===== src/rtl/pcu_pkg.sv =====
package pcu_pkg;
  typedef enum logic [1:0] {
    OP_AND = 2'b00,
    OP_OR  = 2'b01,
    OP_CPL = 2'b10,
    OP_MRG = 2'b11
  } pcu_op_e;
endpackage


===== src/rtl/pcu_field_unit.sv =====
module pcu_field_unit
  import pcu_pkg::*;
#(
  parameter int unsigned W     = 2,
  parameter int unsigned CNT_W = 4
) (
  input  logic [W-1:0]     a_i,
  input  logic [W-1:0]     b_i,
  input  pcu_op_e          op_i,
  input  logic             sel_i,
  output logic [W-1:0]     r_o,
  output logic [CNT_W-1:0] cnt_o,
  output logic             zero_o,
  output logic             diff_o
);
  always_comb begin
    unique case (op_i)
      OP_AND:  r_o = a_i & b_i;
      OP_CPL:  r_o = sel_i ? ~a_i : a_i;
      default: r_o = a_i | b_i;
    endcase
  end

  always_comb begin
    cnt_o = '0;
    for (int j = 0; j < int'(W); j++) cnt_o = cnt_o + CNT_W'(r_o[j]);
  end

  assign zero_o = ~|r_o;
  assign diff_o = a_i != b_i;

  always_comb begin
    if (op_i == OP_AND) assert ((r_o & ~a_i) == '0) else $error("a_r2_field_subset");
  end
endmodule


===== src/rtl/pcu_size_mult.sv =====
module pcu_size_mult #(
  parameter int unsigned N  = 3,
  parameter int unsigned SW = 5
) (
  input  logic [N*SW-1:0] cnt_i,
  output logic [SW-1:0]   prod_o
);
  logic [SW-1:0] part [N+1];
  assign part[0] = SW'(1);

  // each partial product is bounded by the product of radices, so SW suffices
  for (genvar i = 0; i < int'(N); i++) begin : g_stage
    assign part[i+1] = part[i] * cnt_i[i*SW +: SW];
  end

  assign prod_o = part[N];
endmodule


===== src/rtl/pcu_cube_alu.sv =====
module pcu_cube_alu
  import pcu_pkg::*;
#(
  parameter int unsigned NUM_VARS        = 3,
  parameter int unsigned RADIX[NUM_VARS] = '{2, 3, 4},
  localparam int unsigned SEL_W  = (NUM_VARS > 1) ? $clog2(NUM_VARS) : 1,
  localparam int unsigned CUBE_W = sum_upto(NUM_VARS),
  localparam int unsigned PROD   = prod_all(),
  localparam int unsigned SIZE_W = $clog2(PROD + 1)
) (
  input  logic              clk_i,
  input  logic              rst_ni,
  input  logic              valid_i,
  input  logic [1:0]        op_i,
  input  logic [SEL_W-1:0]  field_sel_i,
  input  logic [CUBE_W-1:0] cube_a_i,
  input  logic [CUBE_W-1:0] cube_b_i,
  output logic              valid_o,
  output logic [CUBE_W-1:0] result_o,
  output logic              empty_o,
  output logic [SIZE_W-1:0] size_o,
  output logic              merge_ok_o
);
  function automatic int unsigned sum_upto(int unsigned k);
    int unsigned s = 0;
    for (int unsigned j = 0; j < k; j++) s += RADIX[j];
    return s;
  endfunction

  function automatic int unsigned prod_all();
    int unsigned p = 1;
    for (int unsigned j = 0; j < NUM_VARS; j++) p *= RADIX[j];
    return p;
  endfunction

  pcu_op_e                  op;
  logic [CUBE_W-1:0]        res_c;
  logic [NUM_VARS*SIZE_W-1:0] cnt_c;
  logic [NUM_VARS-1:0]      zero_c, diff_c;
  logic [SIZE_W-1:0]        size_c;

  assign op = pcu_op_e'(op_i);

  for (genvar i = 0; i < int'(NUM_VARS); i++) begin : g_field
    localparam int unsigned LO = sum_upto(i);
    localparam int unsigned W  = RADIX[i];
    pcu_field_unit #(.W(W), .CNT_W(SIZE_W)) u_field (
      .a_i    (cube_a_i[LO +: W]),
      .b_i    (cube_b_i[LO +: W]),
      .op_i   (op),
      .sel_i  (field_sel_i == SEL_W'(i)),
      .r_o    (res_c[LO +: W]),
      .cnt_o  (cnt_c[i*SIZE_W +: SIZE_W]),
      .zero_o (zero_c[i]),
      .diff_o (diff_c[i])
    );
  end

  pcu_size_mult #(.N(NUM_VARS), .SW(SIZE_W)) u_size (
    .cnt_i  (cnt_c),
    .prod_o (size_c)
  );

  always_ff @(posedge clk_i or negedge rst_ni) begin
    if (!rst_ni) begin
      valid_o    <= 1'b0;
      result_o   <= '0;
      empty_o    <= 1'b0;
      size_o     <= '0;
      merge_ok_o <= 1'b0;
    end else begin
      valid_o <= valid_i;
      if (valid_i) begin
        result_o   <= res_c;
        empty_o    <= |zero_c;
        size_o     <= size_c;
        merge_ok_o <= (op == OP_MRG) && ($countones(diff_c) == 1);
      end
    end
  end

  a_r6_empty_size: assert property (@(posedge clk_i) disable iff (!rst_ni)
    valid_o |-> (empty_o == (size_o == '0)));
  a_r7_size_bound: assert property (@(posedge clk_i) disable iff (!rst_ni)
    size_o <= SIZE_W'(PROD));
  a_r10_valid_follow: assert property (@(posedge clk_i) disable iff (!rst_ni)
    valid_i |=> valid_o);
  a_r10_valid_idle: assert property (@(posedge clk_i) disable iff (!rst_ni)
    !valid_i |=> !valid_o);
  a_r10_hold: assert property (@(posedge clk_i) disable iff (!rst_ni)
    !valid_i |=> $stable(result_o) && $stable(size_o) && $stable(merge_ok_o));
  a_r2_subset: assert property (@(posedge clk_i) disable iff (!rst_ni)
    (valid_i && op_i == OP_AND) |=>
      ((result_o & ~$past(cube_a_i)) == '0) && ((result_o & ~$past(cube_b_i)) == '0));
  a_r3_superset: assert property (@(posedge clk_i) disable iff (!rst_ni)
    (valid_i && op_i == OP_OR) |=> ((($past(cube_a_i) | $past(cube_b_i)) & ~result_o) == '0));
  a_r9_merge_only: assert property (@(posedge clk_i) disable iff (!rst_ni)
    (valid_i && op_i != OP_MRG) |=> !merge_ok_o);
endmodule


===== config.mk =====
export PLATFORM = sky130hd
export DESIGN_NAME = pcu_cube_alu
export DESIGN_NICKNAME = d
export VERILOG_FILES = /design/src/rtl/pcu_pkg.sv /design/src/rtl/pcu_field_unit.sv /design/src/rtl/pcu_size_mult.sv /design/src/rtl/pcu_cube_alu.sv
export SDC_FILE = /design/constraint.sdc
export NUM_CORES = 1
export LEC_CHECK = 0
export BUFFER_PORTS_ARGS = -buffer_cell sky130_fd_sc_hd__buf_4
export CORE_MARGIN = 4
export CORE_UTILIZATION = 49
export CTS_CLUSTER_SIZE = 10
export DETAILED_ROUTE_END_ITERATION = 7
export GPL_ROUTABILITY_DRIVEN = 0
export PLACE_DENSITY = 0.74
export SETUP_SLACK_MARGIN = 0.3
export SKIP_LAST_GASP = 1
export SLEW_MARGIN = 20
export SYNTH_ARGS = -nofsm -noshare
export SYNTH_HDL_FRONTEND = slang
export SYNTH_SLANG_ARGS = --single-unit

===== constraint.sdc =====
create_clock -name clk_i -period 0.9 [get_ports clk_i]
set_input_delay 0.27 -clock clk_i [delete_from_list [all_inputs] [get_ports clk_i]]
set_output_delay 0.27 -clock clk_i [all_outputs]
set_load 0.01 [all_outputs]

==> flow_summary.json <==
{
  "root_buffer": "clkbuf_8",
  "setup_ws_ns": -3.21,
  "path_cells": "buf_6 -> and2b_2 -> xnor2_2 -> a211oi_2 -> a21oi_2 -> fa_1 -> nor2b_1 -> ha_2 -> fa_1 -> and2_4 -> ha_4 -> inv_2 -> fa_1 -> inv_1 -> fa_2 -> xnor2_1 -> or4_1 -> nand3_1",
  "period_share_pct": 456,
  "endpoint_kind": "flop",
  "clock_latency_ns": 0.25,
  "ir_drop_mv": 0.622,
  "pre_cts_ws_ns": -3.56,
  "crit_end": "size_o[4]$_DFFE_PN0P_",
  "max_stage_delay_ns": 0.52,
  "wl_mm": 5.11,
  "area_delta_synth_final_pct": 70.1,
  "fin_util_pct": 89.4,
  "ios": 42,
  "finalPower_mw": 3.79,
  "core_um2": 3440,
  "synth_area_um2": 1810,
  "fill_cells": 161,
  "antenna_found_initial": 0,
  "synth_edf_count": 0,
  "reg2reg_to": "size_o[1]$_DFFE_PN0P_",
  "status": "complete, but fails checks",
  "wl_met2_mm": 2.90,
  "grt_pass1_wl_mm": 8.36,
  "stdcell_count": 347,
  "dp_hpwl_mm": 3.53,
  "p_leak_nw": 1.57,
  "top_layer": "met4",
  "cts_tree": "yes",
  "drc": 0,
  "hold_viol": 17,
  "numPortBuffers": 41,
  "required_ns": 1.09,
  "crit_buf_inv": 3,
  "nNetsFinal": 367,
  "synth_nets": 270,
  "finalInstanceArea_um2": 3080,
  "rr_worst_depth": 3,
  "cp_common_cell": "fa_1",
  "antennaDiodeCount": 0,
  "final_cell_mix": "buf_4 (68), inv_1 (30), buf_6 (28), ha_1 (26), nor2_1 (18)",
  "crit_slowest_cell": "fa_1",
  "yosysUniqueCellTypes": 37,
  "setup_viol": 33,
  "place_area_um2": 2630,
  "h-tree-depth": 1,
  "grt_pass1_vias": 1954,
  "syn_area_per_cell_um2": 8.83,
  "die_x_um": 68.8,
  "clk_path_buf_depth": 2,
  "vias_per_cell": 5.12,
  "ys.flop_type": "dfrtp_1",
  "whs_ns": -0.134,
  "yosys_register_bits": 17,
  "violations": "negative hold slack, negative setup slack",
  "finalCriticalPeriod_ns": 4.11,
  "arrival_ns": 4.30,
  "yosysWarnings": 0,
  "rows": 21,
  "power_density_nw_per_um2": 1230,
  "grt_setup_unrepaired": "yes",
  "fp.dieH_um": 68.8,
  "max_freq_mhz": 243,
  "wl_met3_um": 130,
  "critPathLaunchType": "input pin",
  "cts_sinks": 17,
  "cp_top_family": "adder cells",
  "async_reset_ff_share_pct": 100,
  "layout-drive-gt1-share_pct": 55.5,
  "ant_nets": 0,
  "r2r_slack_ns": -0.11,
  "vias": 1775,
  "clk_pin_slew_ns": 0.07,
  "drv_slew": 0,
  "skew_ns": 0,
  "routedWlPerCell_um": 14.7,
  "wl_met1_mm": 1.90,
  "slew_headroom_pct": 83.5,
  "crit_type": "input pin to flop",
  "grt.overflow.total": 0,
  "dp_cells": 323,
  "first_pass_iters": 4,
  "maxCapViolCount": 0,
  "r2r_start": "size_o[1]$_DFFE_PN0P_",
  "crit_start": "field_sel_i[1]",
  "grt_max_degree": 18,
  "tightest_slew_ns": 0.246,
  "dieArea_um2": 4730,
  "hp-class": "input pin to async pin",
  "layout_commonest_cell": "buf_4",
  "start_util_pct": 52.6,
  "cp.depth": 18,
  "syn_inst": 205,
  "critPathMaxFanout": 3,
  "cts_buffers": 3,
  "synth_sequential_area_ratio_pct": 23.5,
  "grtUsageTotal_pct": 23.5,
  "drtIter0Drc": 61,
  "finalSetupTns_ns": -19.02
}
cell families (layout without fill, tap and decap cells):
kind of cell	Yosys count	count (layout)	share of synthesized area [%]
multiplexers	5	5	3.04
buffers and inverters	47	143	10.2
XOR/XNOR	13	13	6.29
flip-flops	17	17	23.5
adder cells (fa/ha/maj)	40	40	30.2
AND/OR/NAND/NOR	48	48	13.9
AO/OA/AOI/OAI	35	35	12.9
Yosys cell counts, types with 3 or more instances:
cell	instances	area [µm²]
nand2_1	7	26.3
a211oi_1	6	45.0
nor2b_1	5	31.3
buf_2	3	15.0
ha_1	34	425
and2_1	4	25.0
xnor2_1	13	114
clkbuf_1	4	15.0
a21oi_1	16	80.1
mux2_2	4	45.0
inv_1	39	146
fa_1	6	120
nor2_1	19	71.3
dfrtp_1	17	425
where the power goes:
part / switching [mW] / internal (mW)
sequential: 0.0987 / 0.895
clock: 0.284 / 0.308
combinational: 0.927 / 1.27
sequential cells by signal (all words and copies together) (netlist names):
| signal | cells |
|---|---|
| empty_o | 1 |
| merge_ok_o | 1 |
| result_o | 9 |
| size_o | 5 |
| valid_o | 1 |
per-layer routing:
layer	vias to the layer above	global-route usage [%]
met2	45	46.0
met4	0	11.7
li1	854	-
met3	19	1.30
met5	-	0
met1	857	25.2
worst register-to-register path: stages, from the launching register on:
cell,delay [ns]
dfrtp_1,0.40
buf_4,0.14
buf_4,0.12
mux2_2,0.25
cell type report:
class	instances	area [µm²]	share of cell area (%)
tap	46	57.6	1.87
sequential	17	425	13.8
multi-input combinational	141	1480	48.0
clock buffer	3	41.3	1.34
clock inverter	1	5.00	0.163
timing repair buffer	100	901	29.3
inverter	39	169	5.49
what timing repair did:
action / in CTS / in global routing
setup buffers: 13 / 7
hold endpoints to repair: 17 / 17
resized for setup: 56 / 6
pin swaps: 16 / 5
endpoints found under the setup margin: 33 / 33
worst min-delay path by stage:
stage / startpoint / end / slack, ns / cells after the start
floorplan: rst_ni / empty_o$_DFFE_PN0P_ / -0.03 / 0
global placement: rst_ni / result_o[0]$_DFFE_PN0P_ / 0.15 / 1
detailed placement: rst_ni / result_o[0]$_DFFE_PN0P_ / 0.15 / 1
CTS: rst_ni / size_o[4]$_DFFE_PN0P_ / -0.13 / 1
global route: rst_ni / size_o[4]$_DFFE_PN0P_ / -0.12 / 1
finish: rst_ni / result_o[3]$_DFFE_PN0P_ / -0.13 / 1
No activity file was read; power rests on OpenSTA's default activity.
